### src/rtl/trimSeqPkg.sv
package trimSeqPkg;
  typedef enum logic [2:0] {
    ST_INIT, ST_MODE_KEY, ST_MODE_GAP, ST_PARAM_KEY, ST_ADDR, ST_DONE, ST_FAULT
  } seqState_t;

  localparam logic [1:0] MODE_NONE = 2'd0;
  localparam logic [1:0] MODE_BLOW = 2'd1;
  localparam logic [1:0] MODE_TRY  = 2'd2;
  localparam logic [1:0] MODE_READ = 2'd3;

  localparam int KEY_MODES     = 3;
  localparam int KEY_REGS      = 4;
  localparam int READ_ONLY_REG = 3;
  // key counter holds up to KEY_REGS plus an overflow code
  localparam int KEY_W         = $clog2(KEY_REGS + 2);

  typedef struct packed {
    logic       enterAddr;
    logic       stepMid;
    logic [1:0] mode;
    logic [1:0] regIdx;
  } dpStrobe_t;
endpackage

### src/rtl/trimSeqCtrl.sv
module trimSeqCtrl
  import trimSeqPkg::*;
(
  input  logic             clk,
  input  logic             rstN,
  input  logic             midPulse,
  input  logic             highPulse,
  input  logic             blowPulse,
  input  logic             lockFuse,
  output dpStrobe_t        strobe,
  output logic [1:0]       selMode,
  output logic [KEY_W-1:0] selReg,
  output logic             blowReq,
  output logic             faultIdle,
  output logic             readPhase,
  output logic             inAddr
);
  localparam logic [KEY_W-1:0] CNT_MAX = '1;

  seqState_t        state, stNext;
  logic [KEY_W-1:0] keyCnt, cntNext, regNext;
  logic [1:0]       modeNext;
  logic             reqNext, enter, step;
  logic             modeKeyOk, regKeyOk;

  assign modeKeyOk = (keyCnt != '0) && (keyCnt <= KEY_W'(KEY_MODES));
  assign regKeyOk  = (keyCnt != '0) && (keyCnt <= KEY_W'(KEY_REGS)) &&
                     ((keyCnt != KEY_W'(READ_ONLY_REG)) || (selMode == MODE_READ));

  always_comb begin
    stNext   = state;
    cntNext  = keyCnt;
    modeNext = selMode;
    regNext  = selReg;
    reqNext  = 1'b0;
    enter    = 1'b0;
    step     = 1'b0;
    case (state)
      ST_INIT: if (highPulse) begin
        stNext  = ST_MODE_KEY;
        cntNext = '0;
      end
      ST_MODE_KEY: begin
        if (highPulse) begin
          if (modeKeyOk) begin
            stNext   = ST_MODE_GAP;
            modeNext = keyCnt[1:0];
          end else begin
            stNext = ST_FAULT;
          end
        end else if (midPulse && keyCnt != CNT_MAX) begin
          cntNext = keyCnt + 1'b1;
        end
      end
      ST_MODE_GAP: begin
        if (highPulse) begin
          stNext  = ST_PARAM_KEY;
          cntNext = '0;
        end else if (midPulse) begin
          stNext = ST_FAULT;
        end
      end
      ST_PARAM_KEY: begin
        if (highPulse) begin
          if (regKeyOk) begin
            stNext  = ST_ADDR;
            regNext = keyCnt;
            enter   = 1'b1;
          end else begin
            stNext = ST_FAULT;
          end
        end else if (midPulse && keyCnt != CNT_MAX) begin
          cntNext = keyCnt + 1'b1;
        end
      end
      ST_ADDR: begin
        if (selMode == MODE_BLOW && blowPulse) begin
          reqNext = ~lockFuse;
          stNext  = ST_DONE;
        end else if (highPulse) begin
          stNext  = ST_PARAM_KEY;
          cntNext = '0;
        end else if (midPulse) begin
          step = 1'b1;
        end
      end
      default: ;
    endcase
  end

  always_ff @(posedge clk or negedge rstN) begin
    if (!rstN) begin
      state   <= ST_INIT;
      keyCnt  <= '0;
      selMode <= MODE_NONE;
      selReg  <= '0;
      blowReq <= 1'b0;
    end else begin
      state   <= stNext;
      keyCnt  <= cntNext;
      selMode <= modeNext;
      selReg  <= regNext;
      blowReq <= reqNext;
    end
  end

  assign strobe.enterAddr = enter;
  assign strobe.stepMid   = step;
  assign strobe.mode      = selMode;
  assign strobe.regIdx    = selReg[1:0] - 2'd1;

  assign faultIdle = (state == ST_FAULT);
  assign inAddr    = (state == ST_ADDR);
  assign readPhase = (selMode == MODE_READ) &&
                     (state == ST_MODE_GAP || state == ST_PARAM_KEY || state == ST_ADDR);
endmodule

### src/rtl/trimSeqData.sv
module trimSeqData
  import trimSeqPkg::*;
#(
  parameter int CODE_W    = 7,
  parameter int BLOW_W    = 9,
  parameter int READ_BITS = 9,
  parameter int PTR_W     = $clog2(READ_BITS)
) (
  input  logic              clk,
  input  logic              rstN,
  input  dpStrobe_t         strobe,
  input  logic              inAddr,
  input  logic              readPhase,
  input  logic              fuseBit,
  output logic [CODE_W-1:0] tryCode,
  output logic [BLOW_W-1:0] blowAddr,
  output logic [PTR_W-1:0]  readPtr,
  output logic              readValid,
  output logic [1:0]        readLevel
);
  localparam logic [PTR_W-1:0] PTR_LAST = PTR_W'(READ_BITS - 1);

  logic [CODE_W-1:0] tryVal [KEY_REGS];
  logic [BLOW_W-1:0] oneHot;
  logic [PTR_W-1:0]  ptr;

  for (genvar g = 0; g < KEY_REGS; g++) begin : gTry
    always_ff @(posedge clk or negedge rstN) begin
      if (!rstN) begin
        tryVal[g] <= '0;
      end else if (strobe.stepMid && strobe.mode == MODE_TRY &&
                   strobe.regIdx == 2'(g) && tryVal[g] != '1) begin
        tryVal[g] <= tryVal[g] + 1'b1;
      end
    end
  end

  always_ff @(posedge clk or negedge rstN) begin
    if (!rstN) begin
      oneHot <= BLOW_W'(1);
      ptr    <= '0;
    end else if (strobe.enterAddr) begin
      oneHot <= BLOW_W'(1);
      ptr    <= '0;
    end else if (strobe.stepMid) begin
      if (strobe.mode == MODE_BLOW && !oneHot[BLOW_W-1]) oneHot <= oneHot << 1;
      if (strobe.mode == MODE_READ && ptr != PTR_LAST)   ptr    <= ptr + 1'b1;
    end
  end

  assign tryCode   = tryVal[strobe.regIdx];
  assign blowAddr  = (inAddr && strobe.mode == MODE_BLOW) ? oneHot : '0;
  assign readPtr   = ptr;
  assign readValid = inAddr && (strobe.mode == MODE_READ);
  assign readLevel = !readPhase ? 2'd0 : (inAddr ? {fuseBit, 1'b0} : 2'd1);
endmodule

### src/rtl/trimProgSeq.sv
module trimProgSeq
  import trimSeqPkg::*;
#(
  parameter  int CODE_W    = 7,
  parameter  int BLOW_W    = 9,
  parameter  int READ_BITS = 9,
  localparam int PTR_W     = $clog2(READ_BITS)
) (
  input  logic              clk,
  input  logic              rstN,
  input  logic              midPulse,
  input  logic              highPulse,
  input  logic              blowPulse,
  input  logic              lockFuse,
  input  logic              fuseBit,
  output logic [1:0]        selMode,
  output logic [2:0]        selReg,
  output logic [CODE_W-1:0] tryCode,
  output logic [BLOW_W-1:0] blowAddr,
  output logic [PTR_W-1:0]  readPtr,
  output logic              readValid,
  output logic [1:0]        readLevel,
  output logic              blowReq,
  output logic              faultIdle
);
  dpStrobe_t strobe;
  logic      readPhase, inAddr;

  trimSeqCtrl uCtrl (
    .clk(clk), .rstN(rstN), .midPulse(midPulse), .highPulse(highPulse),
    .blowPulse(blowPulse), .lockFuse(lockFuse), .strobe(strobe),
    .selMode(selMode), .selReg(selReg), .blowReq(blowReq),
    .faultIdle(faultIdle), .readPhase(readPhase), .inAddr(inAddr)
  );

  trimSeqData #(.CODE_W(CODE_W), .BLOW_W(BLOW_W), .READ_BITS(READ_BITS), .PTR_W(PTR_W)) uData (
    .clk(clk), .rstN(rstN), .strobe(strobe), .inAddr(inAddr),
    .readPhase(readPhase), .fuseBit(fuseBit), .tryCode(tryCode),
    .blowAddr(blowAddr), .readPtr(readPtr), .readValid(readValid),
    .readLevel(readLevel)
  );
endmodule

### config.mk
export PLATFORM = sky130hd
export DESIGN_NAME = trimProgSeq
export DESIGN_NICKNAME = d
export VERILOG_FILES = /design/src/rtl/trimSeqPkg.sv /design/src/rtl/trimSeqCtrl.sv /design/src/rtl/trimSeqData.sv /design/src/rtl/trimProgSeq.sv
export SDC_FILE = /design/constraint.sdc
export NUM_CORES = 1
export LEC_CHECK = 0
export BUFFER_PORTS_ARGS = -buffer_cell sky130_fd_sc_hd__buf_2
export CORE_UTILIZATION = 35
export CTS_CLUSTER_DIAMETER = 60
export DETAILED_ROUTE_END_ITERATION = 6
export SETUP_SLACK_MARGIN = 0.2
export SLEW_MARGIN = 20
export SYNTH_ARGS = -nofsm -noshare
export SYNTH_HDL_FRONTEND = slang
export SYNTH_HIERARCHICAL = 1
export SYNTH_SLANG_ARGS = --single-unit
### constraint.sdc
create_clock -name clk -period 2.7 [get_ports clk]
set_clock_uncertainty 0.2 [all_clocks]
set_input_delay 0.135 -clock clk [delete_from_list [all_inputs] [get_ports clk]]
set_output_delay 0.135 -clock clk [all_outputs]
set_load 0.005 [all_outputs]
# --- Yosys cells after proc, flatten, opt, wreduce, memory -nomap -nowiden ---
# Cells that the tools add are included.
op_classes:
  muxes: 36
  reduce_logical: 39
  n_bitwise: 2
  order_cmp: 3
  n_addsub: 7
  n_eq_ne: 26
op_table:
  columns: ["cell", "n"]
  rows:
  - ["two-way mux 3 bit", 12]
  - ["two-way mux 9 bit", 4]
  - ["adder 7 x 1 -> 7 bit (second input constant)", 4]
  - ["!= test 7 bit (second input constant)", 4]
  - ["logical AND 1 bit", 19]
  - ["one-hot mux 3 bit (5 select lines)", 1]
  - ["binary-select mux 7 bit (select 2 bit)", 1]
  - ["two-way mux 7 bit", 2]
  - ["two-way mux 4 bit", 3]
  - ["!= test 2 bit (second input constant)", 5]
  - ["two-way mux 1 bit", 9]
  - ["!= test 3 bit (second input constant)", 3]
  - ["one-hot mux 3 bit (3 select lines)", 1]
  - ["== test 2 bit (second input constant)", 4]
  - ["== test 3 x 2 -> 1 bit (second input constant)", 2]
  - ["== test 3 bit (second input constant)", 2]
  - ["two-way mux 2 bit", 3]
  - ["AND reduction 3 bit", 2]
  - ["AND reduction 6 bit", 1]
  - ["nonzero test 2 bit", 3]
  - ["nonzero test 3 bit", 2]
  - ["nonzero test 5 bit", 1]
  - ["adder 4 x 1 -> 4 bit (second input constant)", 1]
  - ["== test 2 x 1 -> 1 bit (second input constant)", 2]
  - ["18 further kinds", 22]
word_totals:
  reg_bits: 53
  output_inout_bits: 30

# --- Longest topological paths before layout ---
# Gate-level depths: netlist (run 1).
logic_depth:
  ltp_word: 8
  ltp_mapped: 9

# --- Modules after synthesis ---
# Netlist (run 1), hierarchy kept.
by_module_without_submodules:
  columns: ["module", "cells_per_inst", "n_inst", "area_each_um2"]
  rows:
  - ["trimSeqData", 181, 1, 2195.9]
  - ["trimSeqCtrl", 77, 1, 777.0]

# --- Least setup slack after synthesis (run 1) ---
# No wires, ideal clock.
synth_path:
  path_type: "reg-to-reg"
  from: "register uCtrl.state[0]"
  to: "register uData/tryVal[15] (netlist bit)"
  setup_slack_ps: 395
  path_stages_with_launch: 8
  arrival_ps: 1980
  setup_ps: 125
  required_time_ps: 2375
  path_buffers: 2
  period_less_slack_ps: 2305
  cell_sequence: "dfrtp_1 > buf_4 > nor3b_2 > and3_1 > buf_4 > nand4b_4 > a311oi_4 > mux2_2"
synth_via:
  elab_chain_cells: 5
synth_lines:
  columns: ["item", "line", "rtl"]
  rows:
  - ["start, declared", "trimSeqCtrl.sv:20", "seqState_t state, stNext;"]
  - ["start signal, assigned", "trimSeqCtrl.sv:99", "state <= stNext;"]
  - ["== test 3 bit", null, null]
  - ["net inAddr", "trimProgSeq.sv:27", "logic readPhase, inAddr;"]
  - ["two-way mux 1 bit", "trimSeqCtrl.sv:38", "case (state)"]
  - ["net uCtrl.step", "trimSeqCtrl.sv:23", "logic reqNext, enter, step;"]
  - ["logical AND 1 bit (2 in series)", "trimSeqData.sv:31", "end else if (strobe.stepMid && strobe.mode == MODE_TRY &&"]
  - ["logical AND 1 bit", "trimSeqData.sv:32", "strobe.regIdx == 2'(g) && tryVal[g] != '1) begin"]
  - ["end signal, assigned by index", "trimSeqData.sv:33", "tryVal[g] <= tryVal[g] + 1'b1;"]
  - ["end, declared", "trimSeqData.sv:23", "logic [CODE_W-1:0] tryVal [KEY_REGS];"]
# The timed path passes the listed nets, and every way through them passes these cells.
# A chain may end at the register's enable or synchronous reset.

==> impl_results.md, run 1 <==
* Status: complete, no violations
* Ports at 37
* Max Cap Violations at 0
* Core Util, Final at 0.412
* Core ar. at between 8000 and 9000 sq um
* Total wire length at about 6 mm
* Die height at approximately 94 microns
* Detailed Place HPWL at 4.26 mm
* Tcrit/Tclk final at 0.865
* Clk network pwr share at 0.267
* Post-synthesis xor/xnor area fraction at 0.0648
* FMAX at 428 MHz
* Vias in the first global route at around 2,000
* Synth area leaders: dfrtp_1 (44%), mux4_2 (5.3%), ha_1 (4.6%)
* CP Max Fanout at 11
* Port Buf Inserts at 36
* Syn avg cell area at 11.5 sq um
* Critical Path RT at roughly 2.7 ns
* Pwr Density at around 540 nW/um^2
* Synthesis-to-layout area growth at 13.9%
* Synth top area share at 0.438
* Layout cells sized above 1 at 0.287
* Comb pwr share at 0.238
* Drt pass-1 iters at 4
* Mux cell area share after synthesis at 0.133
* Seq pwr share at 0.494
* Area occupied by multi-input gates at ~1500 sq um
* Top cell type by total area after synthesis: dfrtp_1
* First-pass GRT wire length at ~10 mm
* Worst VDD drop at 0.352 mV
* # nets final at approximately 320
* Sink Count at 53
* GP Congestion at between 0.8 and 0.9
* Post-synthesis sequential area ratio at 0.447
* Final Setup Violations at 0
* GRT Util Overall at 0.150
* Post-cts resize count at 0
* Yosys Warn Count at 6
* Remaining antenna violation count after routing at 0
* Prevailing post-synth register cell: dfrtp_1
* Initial antenna violation count at 0
* Sequential cell area at approximately 1300 sq um
* GRT overflow at 0
* TritonCTS Buffers at 5
* Post-synth EDFFs at 0
* DR DRC count at 0
* Worst Hold Class: in -> async
* CP startpoint kind: flop
* Final std cells w/o fill at slightly above 400
* Clock transition at path regs at approximately 0.1 ns
* CP Class: reg -> reg
* Post-synthesis simple-gate area fraction at 0.188
* Synth Cell Area at between 2000 and 3000 sq um
* H-tree Lvls at 2
* Switching Share at 0.308
* Die area at between 8000 and 9000 sq um
* Total leakage power at 0.00173 uW
* Worst-margin pin slew at 0.506 ns
* Initial Util at 0.362
* Via count at 1,999
* Post-synthesis compound-gate area fraction at 0.0749
* Final slew viol count at 0
* Distinct cell type count after synthesis at 50
* Syn_nets at between 200 and 300
* Initial DRC count at 102
* Asr flop ratio synth at 1.00
* Post-CTS Setup Inserts at 0
* ANT cells at 0
* Synth Instances at between 200 and 300
* Max_slew headroom at 0.663
* Vias per cell at 4.94
* Root buf cell: clkbuf_8
* Synthesized flop and latch total at 53
* Unrepaired setup endpoints after global routing: no
* Largest family of logic cells by synthesized area: simple AND/OR/NAND/NOR gates
* CP Capture Type: flop
* Pin count of the biggest net entering global routing at 38
* Layout fillers at 815
* CTS tree: yes
* Dpl cells at roughly 390
* Arrival @ worst endpoint at around 2.3 ns
* Final setup TNS at 0 ns
* Row count at 33
* Switch Pwr at 566 uW
* Clk_lat worst skew at approximately 0.31 ns
* Internal power at roughly 1300 uW
* DR WL/cell at roughly 14 microns
* Post-synthesis adder-cell area fraction at 0.0463
* Clk buf depth at 2
* Hold Vio Cnt, Final at 0
* Die X at roughly 94 microns
* Post-route minimum period at 2.33 ns
[kinds of logic (layout without fill, tap and decap cells)]
group,after synthesis,count (layout)
adder cells (fa/ha/maj),11,11
AO/OA/AOI/OAI,25,25
AND/OR/NAND/NOR,92,92
multiplexers,28,28
XOR/XNOR,22,22
buffers and inverters,27,69
flip-flops,53,53
[layer usage]
layer  track usage  up-vias  wire [microns]
met5             0        -               0
met4        0.0577        0             122
met3        0.0243       12             158
met2         0.228       35            2690
met1         0.213      973            2900
li1              -      979               -
[power groups by stage]
stage | Clock, uW | Combinational [uW] | Sequential [uW]
2_1_floorplan | 0 | 350 | 900
3_3_place_gp | 0 | 447 | 921
3_5_place_dp | 0 | 445 | 927
4_1_cts | 511 | 450 | 910
5_1_grt | 543 | 503 | 922
6_report | 492 | 439 | 909
[layout make-up]
class                           instances  area share
Clock inverter                          1     0.00148
Sequential cell                        53       0.392
Tap cell                              105      0.0388
Timing Repair Buffer                   46      0.0776
Multi-Input combinational cell        178       0.445
Inverter                               15      0.0166
Clock buffer                            7      0.0285
[critical path, cell delays in order, from the launching register on]
cell and delay [ns]:
dfrtp_1 0.50, nor3b_2 0.21, and3_1 0.35, nand4b_4 0.18
a311oi_4 0.40, mux2_2 0.38
[timing repair]
action                                 4_1_cts  5_1_grt
endpoints found under the hold margin       18        0
hold buffers                                 3        0
setup endpoints to repair                    0        1
[final timing paths]
kind	from	end	slack [ns]	depth (start not counted)
worst min-delay path	rstN	uData/tryVal[14]	0.08	2
min in group clk	midPulse	uCtrl/state[2]	0.08	5
worst min register to register	uData/oneHot[0]	uData/oneHot[0]	0.29	2
max in group asynchronous	rstN	uData/oneHot[0]	1.38	3
worst max register to register	uCtrl/state[0]	uData/tryVal[15]	0.37	5
worst max-delay path	uCtrl/state[0]	uData/tryVal[15]	0.37	5
[metrics by stage]
step | total power (uW) | worst slack (ns) | hold WS [ns] | cell area [sq um]
after global placement | 1370 | 0.393 | -0.112 | 3250
after floorplan | 1250 | 0.395 | -0.361 | 2970
after global routing | 1970 | 0.239 | 0.103 | 3390
final | 1840 | 0.366 | 0.0778 | 3390
after detailed placement | 1370 | 0.323 | -0.113 | 3250
after CTS | 1870 | 0.311 | 0.0686 | 3390
[state kept, by name, summed over array words and instances, names as in the netlist]
register       flops
uCtrl/selMode      2
uCtrl/blowReq      1
uData/oneHot       9
uCtrl/keyCnt       3
uCtrl/state        3
uData/readPtr      4
uData/tryVal      28
uCtrl/selReg       3
[cells in the mapped netlist, types with 3 or more instances]
master and instances:
nand2b_1 5, inv_1 15, buf_2 3, nand3_1 6
and2_1 10, nor3_2 3, nor2_1 27, buf_4 5
nand2_1 12, nand4_1 5, dfrtp_1 52, mux2_2 7
mux4_2 7, xnor2_1 12, mux2i_1 9, and3_1 9
mux2_4 3, a21oi_1 7, ha_1 11, xor2_1 10
[cells in the final DEF, fill, tap and decap left out, drive strengths merged, types with 2 or more instances in the layout]
| cell type | n |
|---|---|
| dfrtp | 52 |
| buf | 43 |
| nor2 | 27 |
| inv | 15 |
| xnor2 | 12 |
| nand2 | 12 |
| mux2 | 12 |
| ha | 11 |
| and3 | 11 |
| and2 | 10 |
| xor2 | 10 |
| mux2i | 9 |
| clkbuf | 7 |
| a21oi | 7 |
| mux4 | 7 |
| nand3 | 6 |
| nand2b | 5 |
| nand4 | 5 |
| dlygate4sd3 | 3 |
| nor3 | 3 |
| o21ai | 3 |
| nor2b | 2 |
| o21bai | 2 |
| nand3b | 2 |
| and4 | 2 |
| a31o | 2 |
Power figures use the tool's default switching activity.
==> inputs of run 2 (changes only) <==
--- a/config.mk
+++ b/config.mk
@@ -9,6 +9,7 @@
 export CORE_UTILIZATION = 35
 export CTS_CLUSTER_DIAMETER = 60
 export DETAILED_ROUTE_END_ITERATION = 6
+export RECOVER_POWER = 100
 export SETUP_SLACK_MARGIN = 0.2
 export SLEW_MARGIN = 20
 export SYNTH_ARGS = -nofsm -noshare
==> run 2 against run 1 <==
Against the previous run: combinational power down 5.0%; die area unchanged; sequential share of layout area up 0.90 points; critical endpoint is now uData/tryVal[1]; register-to-register slack worse by 0.09 ns; non-clock buffer count unchanged; via count down 0.55%; final area down 2.3%; cell count unchanged; wire length down 0.34%; highest routed layer unchanged; first-iteration DRC count up 12%; clock-buffer cell count unchanged.
==> impl_results.md, run 2 (synthesis results as in run 1) <==
* Synthesis-to-layout area growth at 11.3%
* Worst slack, placed at approximately 0.32 ns
* Tcrit/Tclk final at 0.898
* Status: complete, no violations
* Most flop-heavy register: uData/tryVal
* Clk buf depth at 2
* Row count at 33
* CP Max Fanout at 11
* Post-CTS Setup Inserts at 0
* Worst VDD drop at ~0.35 mV
* Total leakage power at ~0.0017 uW
* FMAX at between 400 and 500 MHz
* DR WL/cell at roughly 14 microns
* Pwr Density at 548 nW/um^2
* Worst-margin pin slew at approximately 0.93 ns
* Port Buf Inserts at 36
* GRT Util Overall at 0.150
* Final setup TNS at 0 ns
* Final slew viol count at 0
* R2R depth at 5
* Die area at a little under 9000 sq um
* Commonest non-fill, non-tap cell in the layout: dfrtp_1
* ANT cells at 0
* Hold Vio Cnt, Final at 0
* Initial DRC count at between 100 and 150
* CP Class: reg -> reg
* Most frequent cells in the layout: dfrtp_1 (52), nor2_1 (27), buf_2 (24)
* Root buf cell: clkbuf_8
* Critical Path RT at between 2 and 3 ns
* TritonCTS Buffers at 5
* Worst hold path depth at 5
* Vias in the first global route at between 2,000 and 2,500
* Dpl cells at 394
* Layout cells sized above 1 at 0.207
* Remaining antenna violation count after routing at 0
* Final std cells w/o fill at just over 400
* DR DRC count at 0
* Worst Hold Class: in -> reg
* Initial Util at 0.362
* Clock transition at path regs at approximately 0.090 ns
* Drt pass-1 iters at 4
* Die height at roughly 94 microns
* Initial antenna violation count at 0
* H-tree Lvls at 2
* Final setup margin at between 0.2 and 0.3 ns
* CTS tree: yes
* Arrival @ worst endpoint at between 2 and 2.5 ns
* Core ar. at 8220 sq um
* Final Setup Violations at 0
* Clk_lat worst skew at 0.31 ns
* GP Congestion at approximately 0.90
* Ports at 37
* Sink Count at 53
* # nets final at 317
* CP startpoint kind: flop
* Post-route minimum period at 2.42 ns
* CP Capture Type: flop
* Max_slew headroom at 0.382
* GRT overflow at 0
* Total wire length at about 6 mm
* Vias per cell at between 4 and 5
* First-pass GRT wire length at between 10 and 15 mm
* Die X at ~94 microns
* Max Cap Violations at 0
* Max FFs per register at 28
* Pin count of the biggest net entering global routing at 38
* Detailed Place HPWL at 4.26 mm
* Unrepaired setup endpoints after global routing: no
* Via count at ~2,000
==> run 2: cell types whose count changed in the layout (fill, tap and decap cells not counted), sizes merged <==
cell,before,now
buf,43,27
clkbuf,7,23
==> run 2: power breakdown <==
| group | leakage, uW | internal (uW) | switching [uW] |
|---|---|---|---|
| logic | 0.000894 | 182 | 235 |
| clock network | 0.0000542 | 232 | 257 |
| registers | 0.000710 | 841 | 66.5 |
| total | 0.00166 | 1260 | 558 |
==> run 2: final cells by class <==
cell class | instances | area [sq um]
clock inverter | 1 | 5.00
fill | 827 | 4910
tap | 105 | 131
timing repair buffer | 46 | 233
inverter | 15 | 56.3
clock buffer | 7 | 96.3
sequential | 53 | 1330
multi-input combinational | 178 | 1460
==> run 2: path summary, 6_finish.rpt <==
check / end / slack, ns / start
max reg2reg: uData/tryVal[1] / 0.28 / uCtrl/state[0]
max: uData/tryVal[1] / 0.28 / uCtrl/state[0]
min in group asynchronous: uData/tryVal[16] / 0.28 / rstN
min reg2reg: uData/oneHot[0] / 0.28 / uData/oneHot[0]
min: uCtrl/state[2] / 0.09 / midPulse
max in group asynchronous: uData/oneHot[2] / 0.61 / rstN
==> run 2: timing repair <==
item | 4_1_cts | 5_1_grt
gates resized for setup | 0 | 0
endpoints found under the setup margin | 0 | 1
hold endpoints to repair | 18 | 0
hold buffers | 3 | 0
==> run 2: worst max-delay path: stages (launching register included) <==
cell and delay [ns]:
dfrtp_1 0.49, nor3b_1 0.25, and3_1 0.37, nand4b_4 0.18, a311o_1 0.48, mux2_1 0.34
==> run 2: per-stage QoR <==
stage                     total power [uW]  area [sq um]  utilization  hold WS (ns)
after CTS                             1870          3390        0.412        0.0686
after global placement                1370          3250        0.396        -0.112
after global routing                  1950          3310        0.403         0.125
after floorplan                       1250          2970            -        -0.361
final                                 1810          3310        0.403        0.0897
after detailed placement              1370          3250        0.396        -0.113
==> run 2: layer usage <==
| metal | vias to the layer above | GRT usage | routed length (microns) |
|---|---|---|---|
| met4 | 0 | 0.0577 | 121 |
| met1 | 966 | 0.213 | 2870 |
| met5 | - | 0 | 0 |
| met2 | 30 | 0.228 | 2710 |
| met3 | 12 | 0.0243 | 141 |
| li1 | 980 | - | - |
==> inputs of run 3 (changes only) <==
--- a/config.mk
+++ b/config.mk
@@ -6,6 +6,7 @@
 export NUM_CORES = 1
 export LEC_CHECK = 0
 export BUFFER_PORTS_ARGS = -buffer_cell sky130_fd_sc_hd__buf_2
+export CORE_ASPECT_RATIO = 0.7
 export CORE_UTILIZATION = 35
 export CTS_CLUSTER_DIAMETER = 60
 export DETAILED_ROUTE_END_ITERATION = 6
==> run 3 against run 2 <==
Against the previous run: the flow now finishes with violations (design-rule violations); via count up 2.8%; first-iteration DRC count rose by 75%; final area rose by 1.7%; largest power group unchanged; clock power rose by 28%; die area is essentially flat; combinational power rose by 6.0%; highest routed layer unchanged; maximum frequency is 2.1% higher; setup slack improved by 0.050 ns.
==> impl_results.md, run 3 (synthesis results as in run 1) <==
* Status: finished, violations left
* Violated checks: design-rule violations
* Die area at a little under 9000 sq um
* Unrepaired setup endpoints after global routing: no
* Most flop-heavy register: uData/tryVal
* Max_slew headroom at 0.0919
* Tcrit/Tclk final at 0.879
* CP startpoint kind: flop
* CP Max Fanout at 10
* Critical Path RT at between 2 and 3 ns
* Synthesis-to-layout area growth at 13.2%
* # nets final at 318
* Worst Path Buf+Inv at 0
* First-pass GRT wire length at between 9 and 10 mm
* Worst-margin pin slew at between 1 and 1.5 ns
* CP delay by family, top: simple AND/OR/NAND/NOR gates
* Clk buf depth at 2
* Max Cap Violations at 0
* Final setup TNS at 0 ns
* Pin count of the biggest net entering global routing at 27
* Die height at 79.1 microns
* ANT cells at 0
* Layout fillers at ~770
* Detailed Place HPWL at 4.45 mm
* GRT overflow at 0
* Die X at 112 microns
* Initial Util at 0.370
* TritonCTS Buffers at 5
* Worst-path cell chain: nor3b_1 > and3_2 > nand4b_4 > a311oi_4 > mux2_2
* Post-CTS Setup Inserts at 0
* Post-route minimum period at 2.37 ns
* Pwr Density at between 500 and 600 nW/um^2
* Max incr delay on CP at between 0.4 and 0.5 ns
* Total wire length at approximately 5.9 mm
* Port Buf Inserts at 36
* Initial antenna violation count at 0
* Row count at 27
* Hold Vio Cnt, Final at 0
* Core ar. at just over 8000 sq um
* Commonest non-fill, non-tap cell in the layout: dfrtp_1
* Root buf cell: clkbuf_16
* Vias per cell at approximately 5.1
* Via count at about 2,000
* Ports at 37
* Layout cells sized above 1 at 0.226
* Vias in the first global route at 1,924
* CP Capture Type: flop
* Clk_lat worst skew at just under 0.3 ns
* Hold slack at around 0.12 ns
* GP Congestion at 0.873
* Sink Count at 53
* Worst Hold Class: in -> reg
* DR WL/cell at 14.6 microns
* Most frequent cells in the layout: dfrtp_1 (52), nor2_1 (27), buf_2 (26)
* Clock transition at path regs at around 0.07 ns
* CTS tree: yes
* Final slew viol count at 0
* H-tree Lvls at 2
* CP Class: reg -> reg
* Final Setup Violations at 0
* Worst VDD drop at ~0.26 mV
* GRT Util Overall at 0.141
* Design Area, Final at 3360 sq um
* Total leakage power at about 0.0017 uW
* Drt pass-1 iters at 7
* DR DRC count at 3
* Max FFs per register at 28
* Remaining antenna violation count after routing at 0
* Arrival @ worst endpoint at about 2.4 ns
* Crit-path slowest cell: dfrtp_1
* Placed inst area at 3260 sq um
* Initial DRC count at 199
* FMAX at ~420 MHz
run 3: changes by cell type in the layout (fill, tap and decap cells not counted), moves of 2 or more:
cell       delta
buf_2         +2
clkbuf_8      -7
clkbuf_16     +5
clkbuf_1      -2
clkbuf_2      +2
run 3: worst paths after layout:
path                                  from  cells after the start  slack [ns]          endpoint
hold reg to reg            uData/oneHot[0]                      2        0.29   uData/oneHot[0]
min in group asynchronous             rstN                      2        0.49  uData/tryVal[25]
max in group asynchronous             rstN                      3        0.76  uData/tryVal[20]
hold / removal                    midPulse                      5        0.12    uCtrl/state[2]
setup reg to reg            uCtrl/state[1]                      5        0.33  uData/tryVal[15]
setup / recovery            uCtrl/state[1]                      5        0.33  uData/tryVal[15]
run 3: final cells by class:
type,count,area [sq um],share of cell area
Sequential cell,53,1330,0.395
Tap cell,101,126,0.0376
Multi-Input combinational cell,178,1470,0.436
Clock inverter,3,21.3,0.00632
Clock buffer,5,125,0.0372
Timing Repair Buffer,47,241,0.0718
Inverter,15,56.3,0.0167
run 3: what timing repair did:
action	in CTS	in global routing
gates resized for setup	0	1
endpoints found under the setup margin	0	1
hold endpoints to repair	25	0
hold buffers	3	0
run 3: where the power goes:
part	internal [uW]	total, uW	switching, uW
sequential	842	907	64.9
combinational	194	442	248
clock	345	628	283
run 3: per-layer routing:
layer,vias up,share of wire,GRT usage
met1,986,0.52,0.218
met5,-,0,0
met3,8,0.054,0.0275
met2,64,0.41,0.199
met4,0,0.010,0.0413
li1,985,-,-
run 3: tightest hold or removal path, delay by kind of cell:
family | cells | cell delay (ns)
buf+inv | 1 | 0.11
compound gates | 2 | 0.19
simple gates | 2 | 0.13
run 3: metrics by stage:
stage	total power, uW	setup WS [ns]	utilization	std cells
after floorplan	1250	0.395	-	258
after CTS	2030	0.311	0.427	402
after global placement	1380	0.385	0.405	391
final	1980	0.326	0.418	402
after detailed placement	1380	0.318	0.405	391
after global routing	2100	0.160	0.418	402
